===== config.mk =====
export PLATFORM = sky130hd
export DESIGN_NAME = pwr_mode_ctrl
export DESIGN_NICKNAME = d
export VERILOG_FILES = /design/src/rtl/pmc_pkg.sv /design/src/rtl/pmc_rst_filter.sv /design/src/rtl/pmc_ctrl_reg.sv /design/src/rtl/pmc_clk_gate.sv /design/src/rtl/pwr_mode_ctrl.sv
export SDC_FILE = /design/constraint.sdc
export NUM_CORES = 1
export LEC_CHECK = 0
export ABC_AREA = 0
export BUFFER_PORTS_ARGS = -buffer_cell sky130_fd_sc_hd__buf_2
export CORE_MARGIN = 2
export CORE_UTILIZATION = 46
export DETAILED_ROUTE_END_ITERATION = 12
export PLACE_DENSITY = 0.75
export SYNTH_ARGS = -nofsm -noshare
export SYNTH_HDL_FRONTEND = slang
export SYNTH_HIERARCHICAL = 1
export SYNTH_SLANG_ARGS = --single-unit

===== constraint.sdc =====
create_clock -name clk -period 2.15 [get_ports clk]
set_input_delay 0 -clock clk [delete_from_list [all_inputs] [get_ports clk]]
set_output_delay 0 -clock clk [all_outputs]
set_load 0.03 [all_outputs]

===== src/rtl/pmc_pkg.sv =====
package pmc_pkg;

    localparam int REG_W     = 8;
    localparam int BIT_IDLE  = 0;
    localparam int BIT_PD    = 1;
    localparam int BIT_GP_LO = 2;
    localparam int BIT_GP_HI = 3;
    localparam int BIT_BAUD  = 7;

    // Mode register image; field order fixes the bit positions software sees.
    typedef struct packed {
        logic       baud;
        logic [2:0] rsvd;
        logic [1:0] gp;
        logic       pd;
        logic       idle;
    } pcon_t;

    typedef struct packed {
        logic cpu;
        logic per;
        logic osc;
    } clk_en_t;

    localparam pcon_t PCON_RESET = '0;

    // Register value after a software write: reserved bits dropped,
    // deep sleep wins over light sleep when both are requested.
    function automatic pcon_t pcon_apply_write(logic [REG_W-1:0] d);
        pcon_t w;
        w      = d;
        w.rsvd = '0;
        w.idle = w.idle & ~w.pd;
        return w;
    endfunction

    function automatic logic [REG_W-1:0] pcon_read(pcon_t r);
        pcon_t v;
        v      = r;
        v.rsvd = '0;
        return v;
    endfunction

    function automatic int filt_threshold(int clks_per_mc, int mcs);
        return clks_per_mc * mcs;
    endfunction

endpackage


===== src/rtl/pmc_rst_filter.sv =====
module pmc_rst_filter #(
    parameter int SYNC_STAGES = 2,
    parameter int THRESH      = 24
) (
    input  logic clk,
    input  logic rst,
    input  logic pin,
    output logic qualified
);
    localparam int CNT_W = $clog2(THRESH + 1);
    localparam logic [CNT_W-1:0] CNT_MAX = CNT_W'(THRESH);

    logic [SYNC_STAGES-1:0] sync_q;
    logic [CNT_W-1:0]       run_q;
    logic                   sampled;

    generate
        if (SYNC_STAGES == 1) begin : g_single
            always_ff @(posedge clk) begin
                if (rst) sync_q <= '0;
                else     sync_q <= pin;
            end
        end else begin : g_chain
            always_ff @(posedge clk) begin
                if (rst) sync_q <= '0;
                else     sync_q <= {sync_q[SYNC_STAGES-2:0], pin};
            end
        end
    endgenerate

    assign sampled = sync_q[SYNC_STAGES-1];

    // Consecutive-high counter: any low sample restarts it, it parks at the limit.
    always_ff @(posedge clk) begin
        if (rst)                 run_q <= '0;
        else if (!sampled)       run_q <= '0;
        else if (run_q != CNT_MAX) run_q <= run_q + CNT_W'(1);
    end

    assign qualified = (run_q == CNT_MAX);

endmodule


===== src/rtl/pmc_ctrl_reg.sv =====
module pmc_ctrl_reg
    import pmc_pkg::*;
(
    input  logic             clk,
    input  logic             rst,
    input  logic             clr,
    input  logic             we,
    input  logic [REG_W-1:0] wdata,
    input  logic             irq_pending,
    input  logic             pin,
    output pcon_t            q,
    output logic             wake_hold
);
    pcon_t nxt;
    logic  hold_nxt;

    always_comb begin
        nxt = q;
        if (we)          nxt = pcon_apply_write(wdata);
        if (irq_pending) nxt.idle = 1'b0;
    end

    // The wake marker outlives the register clear so a pin-driven wake
    // keeps reset asserted for as long as the pin stays high.
    always_comb begin
        hold_nxt = wake_hold;
        if (we && wdata[BIT_PD] && !clr) hold_nxt = 1'b1;
        else if (!q.pd && !pin)          hold_nxt = 1'b0;
    end

    always_ff @(posedge clk) begin
        if (clr) q <= PCON_RESET;
        else     q <= nxt;
    end

    always_ff @(posedge clk) begin
        if (rst) wake_hold <= 1'b0;
        else     wake_hold <= hold_nxt;
    end

endmodule


===== src/rtl/pmc_clk_gate.sv =====
module pmc_clk_gate
    import pmc_pkg::*;
(
    input  logic    idle,
    input  logic    pd,
    input  logic    wake,
    output clk_en_t en
);
    always_comb begin
        en.osc = !pd || wake;
        en.per = en.osc;
        en.cpu = en.per && !idle;
    end
endmodule


===== src/rtl/pwr_mode_ctrl.sv =====
module pwr_mode_ctrl
    import pmc_pkg::*;
#(
    parameter int CLKS_PER_MC = 12,
    parameter int RST_MCS     = 2,
    parameter int SYNC_STAGES = 2
) (
    input  logic       clk,
    input  logic       rst,
    input  logic       rst_pin,
    input  logic       irq_pending,
    input  logic       pcon_we,
    input  logic [7:0] pcon_wdata,
    output logic [7:0] pcon_rdata,
    output logic       cpu_clk_en,
    output logic       per_clk_en,
    output logic       osc_en,
    output logic       baud_double,
    output logic       sys_rst
);
    localparam int RST_THRESH = filt_threshold(CLKS_PER_MC, RST_MCS);

    pcon_t   pcon_q;
    clk_en_t en;
    logic    filt_rst;
    logic    wake_hold;
    logic    wake;

    pmc_rst_filter #(
        .SYNC_STAGES (SYNC_STAGES),
        .THRESH      (RST_THRESH)
    ) u_filter (
        .clk       (clk),
        .rst       (rst),
        .pin       (rst_pin),
        .qualified (filt_rst)
    );

    // Deep-sleep bypass: no clock runs, so the raw pin is the reset.
    assign wake    = wake_hold && rst_pin;
    assign sys_rst = rst || filt_rst || wake;

    pmc_ctrl_reg u_reg (
        .clk         (clk),
        .rst         (rst),
        .clr         (sys_rst),
        .we          (pcon_we),
        .wdata       (pcon_wdata),
        .irq_pending (irq_pending),
        .pin         (rst_pin),
        .q           (pcon_q),
        .wake_hold   (wake_hold)
    );

    pmc_clk_gate u_gate (
        .idle (pcon_q.idle),
        .pd   (pcon_q.pd),
        .wake (wake),
        .en   (en)
    );

    assign pcon_rdata  = pcon_read(pcon_q);
    assign baud_double = pcon_q.baud;
    assign cpu_clk_en  = en.cpu;
    assign per_clk_en  = en.per;
    assign osc_en      = en.osc;

endmodule


Yosys cells after proc, flatten, opt, wreduce, memory -nomap -nowiden
Index checks and enable logic that the tools add are counted.
{ "totals": {"ff_bits": 13, "in_bits": 13, "output_inout_bits": 13, "elab_cells": 30} }
{ "op_classes": {"addsub": 1, "eq_ne": 2, "mux": 2, "n_bitwise": 3, "n_reduce_logical": 15} }
{ "ops": {"columns": ["op", "count"], "rows": [
  ["5-bit by 1-bit adder with 5-bit output, second input constant", 1],
  ["5-bit equality test, second input constant", 1],
  ["1-bit logical AND", 5],
  ["5-bit inequality test, second input constant", 1],
  ["1-bit zero test", 4],
  ["2-bit OR reduction", 2],
  ["1-bit logical OR", 3],
  ["1-bit two-way mux", 2],
  ["1-bit NOT", 2],
  ["2-bit nonzero test", 1],
  ["1-bit bitwise AND", 1]
]} }

Logic depth before layout (Yosys ltp)
Gate-level depths: netlist of run 1.
{ "depth": {"word_depth": 6, "mapped_depth": 7, "depth_no_buf": 6} }

Cells and area by module
Netlist of run 1, hierarchy kept.
{ "modules_own_cells": {"columns": ["module", "instances", "cells_each", "area_each_um2", "seq_area_each_um2"], "rows": [
  ["pmc_rst_filter", 1, 32, 357.8, 140.1],
  ["pmc_ctrl_reg", 1, 25, 256.5, 120.1],
  ["pwr_mode_ctrl", 1, 7, 50.0, 0.0],
  ["pmc_clk_gate", 1, 3, 35.0, 0.0]
]} }

Worst setup path after synthesis of run 1
OpenSTA, ideal clock, no wires.
{ "synth_path": {"path_kind": "reg-to-reg", "from": "register u_filter.run_q[0]", "to": "register u_reg.wake_hold", "setup_time_ps": 70, "arrival_ps": 1660, "required_ps": 2080, "path_slack_ps": 420, "stages_incl_launch_ff": 8, "path_buffers": 1, "period_less_slack_ps": 1730, "path_cell_list": "dfxtp_1 -> inv_1 -> ha_1 -> and4b_1 -> buf_6 -> a211o_1 -> nand3b_1 -> a21oi_1"} }
{ "synth_via": {"elab_chain_len": 6, "elab_cells_between_ends": 7, "cone_classes": "1 x eq/ne; 1 x mux; 5 x reduce/logical"} }
{ "synth_lines": {"columns": ["item", "line_no", "text"], "rows": [
  ["start: declaration", "pmc_rst_filter.sv:14", "logic [CNT_W-1:0] run_q;"],
  ["start signal: assignment", "pmc_rst_filter.sv:37", "else if (run_q != CNT_MAX) run_q <= run_q + CNT_W'(1);"],
  ["5-bit equality test *", "pmc_rst_filter.sv:40", "assign qualified = (run_q == CNT_MAX);"],
  ["named net filt_rst", "pwr_mode_ctrl.sv:25", "logic filt_rst;"],
  ["1-bit logical OR * (2 in series)", "pwr_mode_ctrl.sv:41", "assign sys_rst = rst || filt_rst || wake;"],
  ["named net sys_rst", "pwr_mode_ctrl.sv:19", "output logic sys_rst"],
  ["1-bit zero test *", "pmc_ctrl_reg.sv:27", "if (we && wdata[BIT_PD] && !clr) hold_nxt = 1'b1;"],
  ["1-bit logical AND *", "pmc_ctrl_reg.sv:27", null],
  ["1-bit two-way mux or 2-bit nonzero test (tied branches)", null, null],
  ["end signal: assignment", "pmc_ctrl_reg.sv:38", "else wake_hold <= hold_nxt;"],
  ["end: declaration", "pmc_ctrl_reg.sv:12", "output logic wake_hold"]
]} }
Mark *: on every way through the listed nets, which the timed path passes. The rest lies on a longest branch.
A chain may end at the register's enable or synchronous reset.

Worst setup path after layout of run 1
{ "layout_path": {"from": "register u_filter.run_q[0]", "to": "output sys_rst"} }
{ "layout_via": {"elab_chain_len": 3} }
{ "layout_lines": {"columns": ["item", "line_no"], "rows": [
  ["5-bit equality test", "pmc_rst_filter.sv:40"],
  ["named net filt_rst", "pwr_mode_ctrl.sv:25"],
  ["1-bit logical OR (2 in series)", "pwr_mode_ctrl.sv:41"],
  ["end: declaration", "pwr_mode_ctrl.sv:19"]
]} }
The timed path passes the listed nets, and every way through them passes these cells.

==> flow_metrics.env, run 1 <==
export IMPL_status="finished, final reports clean"
export IMPL_crit_path_end_kind="primary output"
export IMPL_critPathLaunchType="register"
export IMPL_syn_avg_cell_area_um2=10.68
export IMPL_switching_share_pct=27.32
export IMPL_dieArea_mm2=0.001785
export IMPL_cpLargestDelayFamily="flip-flops"
export IMPL_cts_hold_buf=6
export IMPL_r2r_start="u_filter/run_q[0]"
export IMPL_setup_viol=0
export IMPL_synthCells=63
export IMPL_setup_tns_ns=0
export IMPL_ys_warn_count=6
export IMPL_final_area_um2=815.8
export IMPL_worstSkewPairLatency_ns=0.27
export IMPL_clkPwrFrac_pct=30.2
export IMPL_critical_path_class="register to primary output"
export IMPL_path_max_fanout=7
export IMPL_worstRegToRegCells=6
export IMPL_grt_pass1_wl_um=2028
export IMPL_ctsLongestPathBuffers=2
export IMPL_dr_first_iter_drc_count=5
export IMPL_post_cts_setup_buffers=0
export IMPL_n_fill_cell=119
export IMPL_rows=13
export IMPL_ant_nets=0
export IMPL_io_pins=26
export IMPL_antenna_cells=0
export IMPL_final_hold_viol_count=0
export IMPL_max_freq_mhz=549.2
export IMPL_cp_num_buf_inv=2
export IMPL_dr_pass1_iters=4
export IMPL_worstPathRequired_ns=2.15
export IMPL_top_layer="met4"
export IMPL_die_height_um=42.26
export IMPL_cts_tree="built"
export IMPL_nNetsFinal=102
export IMPL_start_util_pct=50.47
export IMPL_die_w_um=42.26
export IMPL_min_path_cells=3
export IMPL_cpMaxStageDelayCell="dfxtp_1"
export IMPL_drcViolationCount=0
export IMPL_pwr_density_cell_mw_per_mm2=599.5
export IMPL_design_core_area_mm2=0.001334
export IMPL_cts_sinks=13
export IMPL_min_delay_worst_endpoint="u_reg/q[0]"
export IMPL_met3_length_um=48
export IMPL_final_common_cell="buf_2"
export IMPL_p_int_uw=355.4
export IMPL_cp_arrival_ns=1.82
export IMPL_viasPerCell=4.990
export IMPL_drv_slew=0
export IMPL_overflow=0
export IMPL_p_seq_share_pct=52.2
export IMPL_cts_buffers_inserted=3
export IMPL_slowest_delay_ns=0.40
export IMPL_area_growth_pct=21.19
export IMPL_place_gp_congestion=0.7129
export IMPL_num_vias=504
export IMPL_grt_pass1_vias=485
export IMPL_power_leakage_nw=0.3617
export IMPL_peakVddDrop_v=0.0003176
export IMPL_drive_above_1_share_pct=31.40
export IMPL_port_buffers=19
export IMPL_detailed_place_hpwl_um=783.7
export IMPL_antenna_found_initial=0
export IMPL_cts_resized=0
export IMPL_htree_levels=1
export IMPL_fin_crit_sh_pct=84.70
export IMPL_rsz0062_at_grt="no"
export IMPL_finalCriticalPeriod_ns=1.821
export IMPL_post_dp_cell_area_um2=729.5
export IMPL_netlist_area_um2=673.1
export IMPL_grt_use_total_pct=15.00
export IMPL_layout_common_cells="buf_2 (19), dfxtp_1 (13), mux2i_1 (8)"
export IMPL_clkTransAtPathRegs_ns=0.08
export IMPL_wire_per_inst_um=11.52
export IMPL_hold_path_class="primary input to register"
export IMPL_wl_met2_um=564
export IMPL_wl_met1_um=536
export IMPL_root_buffer="clkbuf_4"
export IMPL_r2r_slack_ns=0.43
export IMPL_pwr_share_comb_pct=17.6
export IMPL_fin_worst_skew_ns=0.001442
export IMPL_r2r_end="u_reg/wake_hold"
export IMPL_total_power_uw=489.1
export IMPL_grt_max_degree=14
export IMPL_wl_um=1164
export IMPL_p_switching_uw=133.6
export IMPL_cp_cell_sequence="inv_1 > ha_1 > and4b_1 > a211o_1 > buf_2"
export IMPL_max_cap_viol_count=0
export IMPL_hold_start="pcon_wdata[0]"
[worst register-to-register path, stage by stage, from the launching register on]
cell and delay, ns:
dfxtp_1 0.40, inv_1 0.07, ha_1 0.19, and4b_1 0.27
a211o_1 0.40, nand3b_1 0.19, a21oi_1 0.13
[routing by layer]
| metal | global-route usage, % | vias up |
|---|---|---|
| li1 | - | 255 |
| met1 | 18.68 | 236 |
| met2 | 22.77 | 11 |
| met3 | 3.879 | 2 |
| met4 | 9.375 | 0 |
| met5 | 0 | - |
[sequential cells by signal, indices dropped and copies added (netlist names)]
signal           cells
u_filter/run_q       5
u_filter/sync_q      2
u_reg/wake_hold      1
u_reg/q              5
[worst max-delay path by stage]
stage,startpoint,endpoint,depth (start not counted)
finish,u_filter/run_q[0],sys_rst,5
global route,u_filter/run_q[0],sys_rst,5
CTS,u_filter/run_q[0],sys_rst,5
detailed placement,u_filter/run_q[0],u_reg/wake_hold,6
global placement,u_filter/run_q[0],u_reg/wake_hold,6
floorplan,u_filter/run_q[0],u_reg/wake_hold,7
[power groups by stage]
stage | clock (mW) | combinational (mW) | sequential (mW)
floorplan | 0 | 0.0542 | 0.270
global placement | 0 | 0.0763 | 0.261
detailed placement | 0 | 0.0776 | 0.261
CTS | 0.156 | 0.0860 | 0.255
global route | 0.166 | 0.0918 | 0.257
finish | 0.148 | 0.0860 | 0.255
[area by class of cell]
type | instances | area (um2) | area share, %
multi-input combinational | 42 | 347.8 | 42.64
sequential | 13 | 260.3 | 31.90
timing repair buffer | 25 | 155.1 | 19.02
clock buffer | 4 | 26.28 | 3.221
tap | 15 | 18.77 | 2.301
inverter | 2 | 7.507 | 0.9202
[stage by stage]
| stage | instances | util (%) | worst slack, ns | hold WS [ns] |
|---|---|---|---|---|
| 4_1_cts | 101 | 61.16 | 0.3052 | 0.003788 |
| 2_1_floorplan | 65 | - | 0.4205 | 0.06465 |
| 3_5_place_dp | 91 | 54.69 | 0.4417 | 0.1626 |
| 5_1_grt | 101 | 61.16 | 0.2272 | 0.02191 |
| 6_report | 101 | 61.16 | 0.3291 | 0.01506 |
| 3_3_place_gp | 91 | 54.69 | 0.4829 | 0.1620 |
Power figures use the tool's default switching activity.
==> run 2: changes to the inputs <==
--- a/config.mk
+++ b/config.mk
@@ -5,10 +5,10 @@
 export SDC_FILE = /design/constraint.sdc
 export NUM_CORES = 1
 export LEC_CHECK = 0
-export ABC_AREA = 0
+export ABC_AREA = 1
 export BUFFER_PORTS_ARGS = -buffer_cell sky130_fd_sc_hd__buf_2
 export CORE_MARGIN = 2
-export CORE_UTILIZATION = 46
+export CORE_UTILIZATION = 45
 export DETAILED_ROUTE_END_ITERATION = 12
 export PLACE_DENSITY = 0.75
 export SYNTH_ARGS = -nofsm -noshare
==> constraint.sdc (replaced) <==
create_clock -name clk -period 1.9 [get_ports clk]
set_input_delay 0 -clock clk [delete_from_list [all_inputs] [get_ports clk]]
set_output_delay 0 -clock clk [all_outputs]
set_load 0.03 [all_outputs]
==> flow_metrics.env, run 2 <==
export IMPL_power_leakage_nw=0.3727
export IMPL_worstPathRequired_ns=2.11
export IMPL_rsz0062_at_grt="no"
export IMPL_worstSkewPairLatency_ns=0.27
export IMPL_cts_resized=0
export IMPL_whs_ns=0.02852
export IMPL_cp_arrival_ns=1.70
export IMPL_post_cts_setup_buffers=0
export IMPL_dp_cells=115
export IMPL_drcViolationCount=0
export IMPL_final_common_cell="buf_2"
export IMPL_r2r_start="u_filter/run_q[0]"
export IMPL_layout_common_cells="buf_2 (19), nor2_1 (17), inv_1 (14)"
export IMPL_critPathLaunchType="register"
export IMPL_cts_hold_buf=7
export IMPL_r2r_slack_ns=0.41
export IMPL_place_gp_congestion=0.6706
export IMPL_die_height_um=41.40
export IMPL_netlist_area_um2=629.4
export IMPL_area_growth_pct=26.84
export IMPL_min_delay_worst_endpoint="u_reg/q[1]"
export IMPL_overflow=0
export IMPL_grt_max_degree=8
export IMPL_io_pins=26
export IMPL_htree_levels=1
export IMPL_reg_top3="u_filter/run_q x5, u_reg/q x5, u_filter/sync_q x2"
export IMPL_path_max_fanout=5
export IMPL_grt_use_total_pct=18.05
export IMPL_dr_first_iter_drc_count=8
export IMPL_r2r_end="u_reg/wake_hold"
export IMPL_hold_start="pcon_wdata[1]"
export IMPL_ctsLongestPathBuffers=2
export IMPL_instances_no_fill=126
export IMPL_grt_pass1_vias=511
export IMPL_grt_pass1_wl_um=2021
export IMPL_setup_viol=0
export IMPL_synthCells=85
export IMPL_die_w_um=41.40
export IMPL_dr_pass1_iters=4
export IMPL_rows=13
export IMPL_cts_sinks=13
export IMPL_hold_path_class="primary input to register"
export IMPL_wire_per_inst_um=9.714
export IMPL_timing_final_ws_setup_ns=0.4051
export IMPL_nNetsFinal=127
export IMPL_critical_path_class="register to register"
export IMPL_cts_tree="built"
export IMPL_pwr_density_cell_mw_per_mm2=693.6
export IMPL_total_power_uw=553.7
export IMPL_clkTransAtPathRegs_ns=0.08
export IMPL_start_util_pct=48.37
export IMPL_viasPerCell=4.556
export IMPL_ant_nets=0
export IMPL_max_cap_viol_count=0
export IMPL_finalCriticalPeriod_ns=1.495
export IMPL_final_area_um2=798.3
export IMPL_wl_um=1224
export IMPL_dieArea_mm2=0.001714
export IMPL_detailed_place_hpwl_um=878.3
export IMPL_setup_tns_ns=0
export IMPL_min_path_cells=3
export IMPL_drive_above_1_share_pct=25.23
export IMPL_status="finished, final reports clean"
export IMPL_final_hold_viol_count=0
export IMPL_crit_path_end_kind="register"
export IMPL_port_buffers=19
export IMPL_worstRegToRegCells=9
export IMPL_root_buffer="clkbuf_4"
export IMPL_antenna_cells=0
export IMPL_syn_avg_cell_area_um2=7.404
export IMPL_cts_buffers_inserted=3
export IMPL_dp_slack_ns=0.4035
export IMPL_fin_crit_sh_pct=78.68
export IMPL_num_vias=574
export IMPL_final_util_pct=61.35
export IMPL_max_freq_mhz=668.9
export IMPL_ys_warn_count=6
export IMPL_fin_worst_skew_ns=0.0004337
export IMPL_design_core_area_mm2=0.001301
export IMPL_post_dp_cell_area_um2=701.9
export IMPL_antenna_found_initial=0
export IMPL_peakVddDrop_v=0.0003860
export IMPL_drv_slew=0
-- run 2: worst max-delay path by stage --
stage / startpoint / to / slack, ns
CTS: u_filter/run_q[0] / sys_rst / 0.39
floorplan: u_filter/run_q[0] / u_reg/wake_hold / 0.36
finish: u_filter/run_q[0] / u_reg/wake_hold / 0.41
global placement: u_filter/run_q[0] / u_reg/wake_hold / 0.44
global route: u_filter/run_q[0] / u_reg/wake_hold / 0.29
detailed placement: u_filter/run_q[0] / u_reg/wake_hold / 0.40
-- run 2: critical path, stage by stage (launching register included) --
cell     delay, ns
dfxtp_1       0.39
inv_1         0.09
ha_1          0.19
nand2_1       0.12
nor2_4        0.07
nor2_1        0.10
nand2_1       0.09
inv_1         0.12
nand3_1       0.12
a21oi_1       0.15
-- run 2: layout make-up --
class	count	area, um2
fillers	123	503.0
multi-input cells	53	270.3
flip-flops and latches	13	260.3
repair buffers	26	165.2
inverters	15	57.56
clock buffers	4	26.28
well taps	15	18.77
-- run 2: metal layers --
metal / routed length (um) / global-route usage, %
met1: 544 / 20.58
met3: 55 / 3.723
met5: 0 / 0
met2: 585 / 30.08
met4: 40 / 12.10
-- run 2: power by group --
| part | internal (mW) | switching (mW) |
|---|---|---|
| Clock | 0.0812 | 0.0857 |
| Combinational | 0.0345 | 0.0632 |
| Sequential | 0.282 | 0.00653 |
| Total | 0.398 | 0.155 |
